### config.mk
export PLATFORM = sky130hd
export DESIGN_NAME = int_alu
export DESIGN_NICKNAME = d
export VERILOG_FILES = /design/src/rtl/alu_pkg.sv /design/src/rtl/alu_imm_ext.sv /design/src/rtl/alu_addsub.sv /design/src/rtl/alu_logic.sv /design/src/rtl/int_alu.sv
export SDC_FILE = /design/constraint.sdc
export NUM_CORES = 1
export LEC_CHECK = 0
export BUFFER_PORTS_ARGS = -buffer_cell sky130_fd_sc_hd__buf_2
export CORE_MARGIN = 4
export CORE_UTILIZATION = 55
export DETAILED_ROUTE_END_ITERATION = 12
export PLACE_DENSITY = 0.85
export SETUP_SLACK_MARGIN = 0.5
export SLEW_MARGIN = 20
export SYNTH_ARGS = -nofsm -noshare
export SYNTH_HDL_FRONTEND = slang
export SYNTH_SLANG_ARGS = --single-unit
### constraint.sdc
create_clock -name clk -period 6.25 [get_ports clk]
set_input_delay 0.9375 -clock clk [delete_from_list [all_inputs] [get_ports clk]]
set_output_delay 0.9375 -clock clk [all_outputs]
set_load 0.02 [all_outputs]
### src/rtl/alu_pkg.sv
package alu_pkg;
  typedef enum logic [2:0] {
    OP_ADD = 3'd0,
    OP_SUB = 3'd1,
    OP_AND = 3'd2,
    OP_OR  = 3'd3,
    OP_XOR = 3'd4,
    OP_NOR = 3'd5,
    OP_SLT = 3'd6,
    OP_RSV = 3'd7
  } alu_op_e;
endpackage

### src/rtl/alu_imm_ext.sv
module alu_imm_ext #(
  parameter int DW = 32,
  parameter int IW = 16
) (
  input  logic [IW-1:0] imm,
  input  logic          zext,
  output logic [DW-1:0] wide
);
  localparam int PAD = (DW > IW) ? DW - IW : 1;

  generate
    if (DW > IW) begin : g_pad
      logic [PAD-1:0] fill;
      assign fill = zext ? '0 : {PAD{imm[IW-1]}};
      assign wide = {fill, imm};
    end else begin : g_trunc
      assign wide = imm[DW-1:0];
    end
  endgenerate
endmodule

### src/rtl/alu_addsub.sv
module alu_addsub #(
  parameter int DW = 32
) (
  input  logic [DW-1:0] a,
  input  logic [DW-1:0] b,
  input  logic          sub,
  output logic [DW-1:0] sum,
  output logic          cout,
  output logic          ovf
);
  localparam int MSB = DW - 1;

  logic [DW-1:0] b_eff;
  logic [DW:0]   full;

  assign b_eff = sub ? ~b : b;
  assign full  = {1'b0, a} + {1'b0, b_eff} + {{DW{1'b0}}, sub};
  assign sum   = full[DW-1:0];
  assign cout  = full[DW];
  // both adder inputs share a sign and the sum's sign departs from it
  assign ovf   = (a[MSB] == b_eff[MSB]) && (sum[MSB] != a[MSB]);
endmodule

### src/rtl/alu_logic.sv
module alu_logic #(
  parameter int DW = 32
) (
  input  logic [DW-1:0] a,
  input  logic [DW-1:0] b,
  input  logic [1:0]    fn,
  output logic [DW-1:0] y
);
  always_comb begin
    case (fn)
      2'd0:    y = a & b;
      2'd1:    y = a | b;
      2'd2:    y = a ^ b;
      default: y = ~(a | b);
    endcase
  end
endmodule

### src/rtl/int_alu.sv
module int_alu
  import alu_pkg::*;
#(
  parameter int DW = 32,
  parameter int IW = 16
) (
  input  logic          clk,
  input  logic          rst,
  input  logic [2:0]    op_sel,
  input  logic          sgn,
  input  logic          use_imm,
  input  logic [DW-1:0] opa,
  input  logic [DW-1:0] opb,
  input  logic [IW-1:0] imm,
  output logic [DW-1:0] res_q,
  output logic          zero_q,
  output logic          ovf_q
);
  localparam int MSB = DW - 1;

  alu_op_e       op;
  logic          is_logic;
  logic          is_arith;
  logic          do_sub;
  logic [DW-1:0] imm_wide;
  logic [DW-1:0] opnd_b;
  logic [DW-1:0] sum;
  logic          cout;
  logic          ovf_raw;
  logic [DW-1:0] logic_y;
  logic          less;
  logic [DW-1:0] res_d;
  logic          ovf_d;

  assign op       = alu_op_e'(op_sel);
  assign is_logic = (op == OP_AND) || (op == OP_OR) || (op == OP_XOR) || (op == OP_NOR);
  assign is_arith = (op == OP_ADD) || (op == OP_SUB);
  assign do_sub   = (op == OP_SUB) || (op == OP_SLT);

  alu_imm_ext #(.DW(DW), .IW(IW)) u_ext (
    .imm  (imm),
    .zext (is_logic),
    .wide (imm_wide)
  );

  assign opnd_b = use_imm ? imm_wide : opb;

  alu_addsub #(.DW(DW)) u_add (
    .a    (opa),
    .b    (opnd_b),
    .sub  (do_sub),
    .sum  (sum),
    .cout (cout),
    .ovf  (ovf_raw)
  );

  alu_logic #(.DW(DW)) u_log (
    .a  (opa),
    .b  (opnd_b),
    .fn (op_sel[1:0] - 2'd2),
    .y  (logic_y)
  );

  // signed: difference sign corrected by overflow; unsigned: borrow out
  assign less = sgn ? (sum[MSB] ^ ovf_raw) : ~cout;

  always_comb begin
    case (op)
      OP_ADD, OP_SUB:                 res_d = sum;
      OP_AND, OP_OR, OP_XOR, OP_NOR:  res_d = logic_y;
      OP_SLT:                         res_d = {{(DW-1){1'b0}}, less};
      default:                        res_d = '0;
    endcase
  end

  assign ovf_d = sgn && is_arith && ovf_raw;

  always_ff @(posedge clk) begin
    if (rst) begin
      res_q  <= '0;
      zero_q <= 1'b1;
      ovf_q  <= 1'b0;
    end else begin
      res_q  <= res_d;
      zero_q <= (res_d == '0);
      ovf_q  <= ovf_d;
    end
  end
endmodule

==> results of run 1 <==
==> placed cells by master (no fill, tap or decap), types with 5 or more instances in the layout <==
cell,netlist,layout
a21o_1,18,18
nor2_1,72,71
o22ai_1,5,5
inv_1,75,75
xnor2_1,41,41
o21bai_1,6,6
a221oi_1,28,28
o211ai_1,6,6
xor2_1,12,12
a211oi_1,5,5
buf_2,9,120
nand3_1,18,18
buf_4,1,7
nand4_1,16,16
ha_1,95,95
and2_1,7,7
dfxtp_1,34,34
clkbuf_8,0,6
or3_1,6,6
a21oi_1,91,91
o21ai_0,38,38
nand2_1,32,32
nor3_1,10,10
a221o_1,5,5
a31oi_1,10,10
mux2i_1,20,20
==> layer usage <==
| layer | up-vias | part of all wire, % | GRT usage [%] |
|---|---|---|---|
| met2 | 340 | 43 | 40.61 |
| met5 | - | 0 | 0 |
| met3 | 17 | 9.6 | 3.712 |
| met1 | 2778 | 46 | 37.54 |
| li1 | 2991 | - | - |
| met4 | 0 | 1.2 | 5.419 |
==> Yosys cell counts, types with 12 or more instances <==
master | number | area (um2)
nor2_1 | 72 | 270.3
o21ai_0 | 38 | 190.2
inv_1 | 75 | 281.5
ha_1 | 95 | 1189
xnor2_1 | 41 | 359.1
nand4_1 | 16 | 100.1
dfxtp_1 | 34 | 680.7
nand3_1 | 18 | 90.09
nand2_1 | 32 | 120.1
xor2_1 | 12 | 105.1
a21o_1 | 18 | 135.1
a221oi_1 | 28 | 245.2
clkbuf_1 | 34 | 127.6
mux2i_1 | 20 | 200.2
a21oi_1 | 91 | 455.4
==> through the flow <==
step                      instance area, um2  power, mW
after floorplan                         5806     0.8112
after global placement                  6382     0.9845
after detailed placement                6382     0.9940
after CTS                               6474      1.160
after global routing                    6474      1.261
final                                   6474      1.173
==> power groups by stage <==
stage	Clock (mW)	Combinational [mW]	Sequential, mW
floorplan	0	0.529	0.282
global placement	0	0.735	0.250
detailed placement	0	0.743	0.251
CTS	0.167	0.747	0.246
global route	0.176	0.837	0.248
finish	0.166	0.761	0.245
==> flip-flops by register name, indices dropped and copies added, names as in the netlist <==
register,flops
res_q,32
zero_q,1
ovf_q,1
==> logic make-up (layout without fill, tap and decap cells) <==
family / after synthesis / after routing / share of synthesized area (%)
AO/OA/AOI/OAI: 259 / 259 / 29.78
flip-flops: 34 / 34 / 11.72
buffers and inverters: 132 / 211 / 9.440
adder cells (fa/ha/maj): 96 / 96 / 20.82
XOR/XNOR: 53 / 53 / 7.996
multiplexers: 22 / 22 / 4.030
AND/OR/NAND/NOR: 190 / 190 / 16.21
==> how the worst max path moves through the flow <==
| stage | start | endpoint | slack, ns | cells after the start |
|---|---|---|---|---|
| 2_1_floorplan | op_sel[1] | zero_q$_SDFF_PP1_ | 1.12 | 20 |
| 6_report | op_sel[1] | zero_q$_SDFF_PP1_ | 1.06 | 14 |
| 4_1_cts | op_sel[1] | zero_q$_SDFF_PP1_ | 1.12 | 16 |
| 5_1_grt | op_sel[1] | zero_q$_SDFF_PP1_ | 0.81 | 15 |
| 3_5_place_dp | op_sel[1] | zero_q$_SDFF_PP1_ | 0.82 | 16 |
| 3_3_place_gp | op_sel[1] | zero_q$_SDFF_PP1_ | 0.93 | 16 |
==> layout make-up <==
class                           instances  area, um2
Tap cell                              136      170.2
Fill cell                             951       3850
Clock inverter                          1      5.005
Sequential cell                        34      680.7
Clock buffer                            7      86.33
Timing Repair Buffer                  127      653.1
Multi-Input combinational cell        620       4593
Inverter                               76      285.3
==> summary.json, run 1 <==
{
  "run_status": "complete, no violations",
  "fmaxAchievable_mhz": 192.6,
  "fin_nets": 1047,
  "gr_util_all_layers_pct": 25.87,
  "timing.final.max_slew_violations": 0,
  "design.portCount": 121,
  "buffer_ports.inserted": 120,
  "first_iter_violations": 536,
  "count_of_antenna_diodes_in_the_layout": 0,
  "crit_path_end_kind": "register",
  "synth_flop_cell": "dfxtp_1",
  "drt_first_pass_iters": 5,
  "critPathMaxFanout": 20,
  "holdWs_ns": 0.9407,
  "place_congestion": 0.9941,
  "synth_fp_nets": 969,
  "chipHeight_um": 110.7,
  "dp.cells": 993,
  "wl_um": 16430,
  "p_switching_mw": 0.5525,
  "cts_tree": "built",
  "final_period_minus_worst_setup_slack_ns": 5.192,
  "ctsLongestPathBuffers": 2,
  "post_synth.cell_area_avg_um2": 7.386,
  "cts_sinks": 34,
  "arrival_ns": 5.39,
  "dpl_worst_slack_ns": 0.8232,
  "rsz_0062_raised_after_global_routing": "false",
  "mappedNetlistArea_um2": 5806,
  "timing.critical_path.from_type": "primary input",
  "cap_violations": 0,
  "crit_path_top_delay_cell": "o21ai_4",
  "power-per-cell-area_nw_per_um2": 181.2,
  "p_int_mw": 0.6204,
  "fin_tns_setup_ns": 0,
  "critical_path.top_delay_family": "compound AO/OA/AOI/OAI gates",
  "hold_start": "sgn",
  "gr-total-overflow": 0,
  "ctsHtreeMaxLevel": 2,
  "setup_viol_count_final": 0,
  "cts_buffers": 5,
  "synth.distinct_cells": 73,
  "clkPwrFrac_pct": 14.2,
  "yosys_warnings": 0,
  "whs_path_depth": 3,
  "syn_to_final_growth_pct": 11.51,
  "grt_pass1_wl_um": 27250,
  "placeableCoreArea_um2": 10320,
  "worst-path-buf-inv": 2,
  "total_leakage_power_nw": 3.165,
  "worst-endpoint-required_ns": 6.44,
  "synthesis.instances": 786,
  "holdPathEnd": "ovf_q$_SDFF_PP0_",
  "grt_antenna_before_repair": 0,
  "layout.core_utilization_pct": 62.71,
  "cts-resized-gates": 0,
  "grt_max_degree": 64,
  "cp_slowest_stage_delay_ns": 0.76,
  "clk_pin_slew_worst_paths_ns": 0.08,
  "seq_area_frac_synth_pct": 11.72,
  "worst_slew_pin_slew_ns": 0.8987,
  "die_width_um": 110.7,
  "wirelength_per_cell_um": 16.42,
  "switching_share_pct": 47.10,
  "finalCritPeriodShare_pct": 83.08,
  "cts_hold_repair.buffers": 0,
  "route.detailed.drc": 0,
  "grt_pass1_vias": 5511,
  "critical_path.cell_chain": "buf_2 -> or2_2 -> o21ai_4 -> buf_4 -> xnor2_1 -> ha_1 -> nand4_1 -> nor4_1 -> a21oi_1 -> o221ai_1 -> o211ai_1 -> a2111oi_2 -> nand3_1 -> o41ai_2",
  "criticalPathCategory": "primary input to register",
  "final_hold_viol_count": 0,
  "instances_no_fill": 1001,
  "initial_core_util_pct": 56.24,
  "route.vias.total": 6126,
  "timing.hold.worst.class": "primary input to register",
  "slew-limit-headroom_pct": 39.86,
  "placementRows": 37,
  "antenna_violating_nets_post_route": 0,
  "cts_post_setup_buffers_inserted": 0,
  "die_area_um2": 12260,
  "yosys_register_bits": 34,
  "p_seq_share_pct": 20.9,
  "synth_enable_flop_cells": 0,
  "setup_slack_ns": 1.058,
  "synth-async-reset-ratio_pct": 0,
  "combinationalPowerShare_pct": 64.9,
  "hpwl_um": 12880,
  "cts_root_buf": "clkbuf_8",
  "vdd_ir_drop_max_uv": 134.7,
  "post_drt_via_cell_ratio": 6.120,
  "drive_above_1_share_pct": 18.27
}
(Power assumes the default switching activity.)
==> run 2: changes to the inputs <==
--- a/config.mk
+++ b/config.mk
@@ -7,9 +7,9 @@
 export LEC_CHECK = 0
 export BUFFER_PORTS_ARGS = -buffer_cell sky130_fd_sc_hd__buf_2
 export CORE_MARGIN = 4
-export CORE_UTILIZATION = 55
+export CORE_UTILIZATION = 52
 export DETAILED_ROUTE_END_ITERATION = 12
-export PLACE_DENSITY = 0.85
+export PLACE_DENSITY = 0.84
 export SETUP_SLACK_MARGIN = 0.5
 export SLEW_MARGIN = 20
 export SYNTH_ARGS = -nofsm -noshare
==> constraint.sdc (replaced) <==
create_clock -name clk -period 4.3 [get_ports clk]
set_input_delay 0.645 -clock clk [delete_from_list [all_inputs] [get_ports clk]]
set_output_delay 0.645 -clock clk [all_outputs]
set_load 0.02 [all_outputs]
==> run 2 against run 1 <==
  * Wire length increased by 13%
  * Highest routed layer unchanged
  * Die area rose by 5.3%
  * Utilization is 4.6 points higher
  * Largest power group unchanged
  * Count of clock-buffer cells in the layout fell by 1
  * Sequential share of layout area shrank 1.2 points
  * Final cell count up 7.4%
  * Clock power up 45%
  * Largest cell class unchanged
  * Total power increased by 67%
  * Via count up 6.3%
  * Non-clock buffer count grew 70
  * Global-route usage grew 1.7 points
  * Final area is 13% higher
==> summary.json, run 2 (synthesis results as in run 1) <==
{
  "finalCritPeriodShare_pct": 91.72,
  "most-common-layout-cells": "117 x buf_2, 92 x ha_1, 83 x a21oi_1",
  "grt_antenna_before_repair": {"value": 0, "change": "unchanged"},
  "timing.critical_path.from_type": "primary input",
  "wl": {"value": 18570, "unit": "um", "change": "+13%"},
  "critical_path.top_delay_family": "compound AO/OA/AOI/OAI gates",
  "final_period_minus_worst_setup_slack_ns": 3.944,
  "route.detailed.drc": {"value": 0, "change": "unchanged"},
  "place_congestion": {"value": 1.006, "change": "+1.2%"},
  "placementRows": {"value": 38, "change": "+2.7%"},
  "rsz_0062_raised_after_global_routing": "true",
  "cts_hold_repair.buffers": {"value": 0, "change": "unchanged"},
  "fin_tns_setup": {"value": 0, "unit": "ns", "change": "unchanged"},
  "largest_reg_flops": {"value": 32, "change": "unchanged"},
  "critPathMaxFanout": {"value": 8, "change": "-60%"},
  "crit_path_top_delay_cell": "fa_2",
  "total_leakage_power": {"value": 3.566, "unit": "nW", "change": "+13%"},
  "syn_to_final_growth_pct": 26.27,
  "timing.final.max_slew_violations": {"value": 0, "change": "unchanged"},
  "cp_slowest_stage_delay": {"value": 0.40, "unit": "ns", "change": "-0.36 ns"},
  "gr-total-overflow": {"value": 0, "change": "unchanged"},
  "vdd_ir_drop_max": {"value": 255.8, "unit": "uV", "change": "+90%"},
  "die_width": {"value": 113.7, "unit": "um", "change": "+2.6%"},
  "drt_first_pass_iters": {"value": 6, "change": "+1"},
  "grt_max_degree": {"value": 64, "change": "unchanged"},
  "grt_pass1_wl": {"value": 29630, "unit": "um", "change": "+8.7%"},
  "design.portCount": {"value": 121, "change": "unchanged"},
  "ctsHtreeMaxLevel": {"value": 2, "change": "unchanged"},
  "drive_above_1_share": {"value": 28.24, "unit": "%", "change": "+10 points"},
  "whs_path_depth": {"value": 3, "change": "unchanged"},
  "placeableCoreArea": {"value": 10890, "unit": "um2", "change": "+5.5%"},
  "route.vias.total": {"value": 6510, "change": "+6.3%"},
  "setup_viol_count_final": {"value": 0, "change": "unchanged"},
  "cts_sinks": {"value": 34, "change": "unchanged"},
  "criticalPathCategory": "primary input to register",
  "regMostFlops": "res_q",
  "worst-endpoint-required": {"value": 4.49, "unit": "ns", "change": "-1.95 ns"},
  "chipHeight": {"value": 113.7, "unit": "um", "change": "+2.6%"},
  "critical_path.cell_chain": "buf_6 -> or2_4 -> o21ai_4 -> buf_6 -> buf_12 -> xnor2_2 -> inv_1 -> fa_2 -> nor2b_4 -> o2111a_1 -> o21ai_1 -> a31oi_4 -> nand4_1 -> a211oi_2 -> and4_1 -> and3_1 -> nand4_1 -> o41ai_2",
  "fmaxAchievable_mhz": 253.6,
  "instances_no_fill": {"value": 1075, "change": "+7.4%"},
  "timing.hold.worst.class": "primary input to register",
  "clk_pin_slew_worst_paths": {"value": 0.07, "unit": "ns", "change": "about the same"},
  "grt_use_met1": {"value": 37.93, "unit": "%", "change": "+0.39 points"},
  "post_dp_cell_area": {"value": 6788, "unit": "um2", "change": "+6.4%"},
  "worst-path-buf-inv": {"value": 4, "change": "+2"},
  "cap_violations": {"value": 0, "change": "unchanged"},
  "cts_root_buf": "clkbuf_8",
  "cts_buffers": {"value": 5, "change": "unchanged"},
  "dp.cells": {"value": 1038, "change": "+4.5%"},
  "stdcell_area": {"value": 7331, "unit": "um2", "change": "+13%"},
  "layout.cells.most_common": "buf_2",
  "run_status": "complete, no violations",
  "met3_layer_usage_reported_by_global_route": {"value": 3.236, "unit": "%", "change": "-0.48 points"},
  "wirelength_per_cell": {"value": 17.28, "unit": "um", "change": "+5.2%"},
  "first_iter_violations": {"value": 583, "change": "+8.8%"},
  "initial_core_util": {"value": 53.32, "unit": "%", "change": "-2.9 points"},
  "worst_slew_pin_slew": {"value": 0.8449, "unit": "ns", "change": "-0.05385 ns"},
  "fin_nets": {"value": 1117, "change": "+6.7%"},
  "cts_tree": "built",
  "largestRegisters": "res_q x32, ovf_q x1, zero_q x1",
  "hold_start": "sgn",
  "die_area": {"value": 12920, "unit": "um2", "change": "+5.3%"},
  "slew-limit-headroom": {"value": 43.68, "unit": "%", "change": "+3.8 points"},
  "ctsLongestPathBuffers": {"value": 2, "change": "unchanged"},
  "grt_pass1_vias": {"value": 6051, "change": "+9.8%"},
  "holdPathEnd": "ovf_q$_SDFF_PP0_",
  "fillerInstances": {"value": 927, "change": "-2.5%"},
  "groute.layer.met2.usage": {"value": 44.41, "unit": "%", "change": "+3.8 points"},
  "holdWs": {"value": 0.6639, "unit": "ns", "change": "-0.2768 ns"},
  "post_drt_via_cell_ratio": {"value": 6.056, "change": "-1.0%"},
  "power-per-cell-area": {"value": 267.7, "unit": "nW/um2", "change": "+48%"},
  "arrival": {"value": 4.14, "unit": "ns", "change": "-1.25 ns"},
  "hpwl": {"value": 14150, "unit": "um", "change": "+9.8%"},
  "gr_util_all_layers": {"value": 27.61, "unit": "%", "change": "+1.7 points"},
  "antenna_violating_nets_post_route": {"value": 0, "change": "unchanged"},
  "crit_path_end_kind": "register",
  "final_hold_viol_count": {"value": 0, "change": "unchanged"},
  "grt-busiest-layer": "met2",
  "count_of_antenna_diodes_in_the_layout": {"value": 0, "change": "unchanged"},
  "buffer_ports.inserted": {"value": 120, "change": "unchanged"}
}
## run 2: cell types whose count changed in the layout (fill, tap and decap cells not counted), moves of 4 or more
cell / previous run / this run
a21oi_1: 91 / 83
a21oi_2: 1 / 9
buf_12: 0 / 5
buf_4: 7 / 69
buf_6: 0 / 4
o21ai_0: 38 / 27
o21ai_1: 4 / 12
## run 2: per-layer routing
layer,up-vias,part of all wire [%]
li1,3131,-
met1,2995,44
met2,334,44
met3,50,8.9
met4,0,3.2
met5,-,0
## run 2: where the power goes
group / internal, mW / switching [mW] / total, mW
logic: 0.581 / 0.785 / 1.37
clock network: 0.128 / 0.112 / 0.240
registers: 0.350 / 0.00740 / 0.357
total: 1.06 / 0.904 / 1.96
## run 2: tightest hold or removal path, delay by kind of cell
family	cells	cell delay [ns]
AND/OR/NAND/NOR	2	0.13
buffers and inverters	1	0.12
## run 2: worst max-delay path by stage
stage,from,to,slack (ns),cells past startpoint
final,op_sel[1],zero_q$_SDFF_PP1_,0.36,18
after global routing,op_sel[1],zero_q$_SDFF_PP1_,0.14,17
after CTS,op_sel[1],zero_q$_SDFF_PP1_,0.46,18
after detailed placement,use_imm,zero_q$_SDFF_PP1_,-0.10,16
after global placement,use_imm,zero_q$_SDFF_PP1_,-0.03,16
after floorplan,op_sel[2],zero_q$_SDFF_PP1_,0.04,22
## run 2: final cells by class
class / count / area, um2 / share of cell area [%]
Tap cell: 140 / 175.2 / 2.389
Multi-Input combinational cell: 620 / 4810 / 65.61
Clock buffer: 6 / 82.58 / 1.126
Sequential cell: 34 / 680.7 / 9.285
Inverter: 76 / 286.5 / 3.909
Clock inverter: 2 / 12.51 / 0.1707
Timing Repair Buffer: 197 / 1284 / 17.51
## run 2: per-stage QoR
stage | total power, mW | worst slack, ns | utilization, %
after CTS | 1.896 | 0.4555 | 66.31
final | 1.962 | 0.3563 | 67.33
after global placement | 1.544 | -0.02803 | 62.34
after detailed placement | 1.560 | -0.1014 | 62.34
after global routing | 2.093 | 0.1416 | 67.33
after floorplan | 1.222 | 0.03815 | -
## run 2: what timing repair did
action / 4_1_cts / 5_1_grt
pin swaps: 28 / 13
resized for setup: 29 / 17
cloned: 1 / 0
endpoints found under the setup margin: 2 / 5
buffers inserted: 23 / 5
hold endpoints to repair: 0 / 0
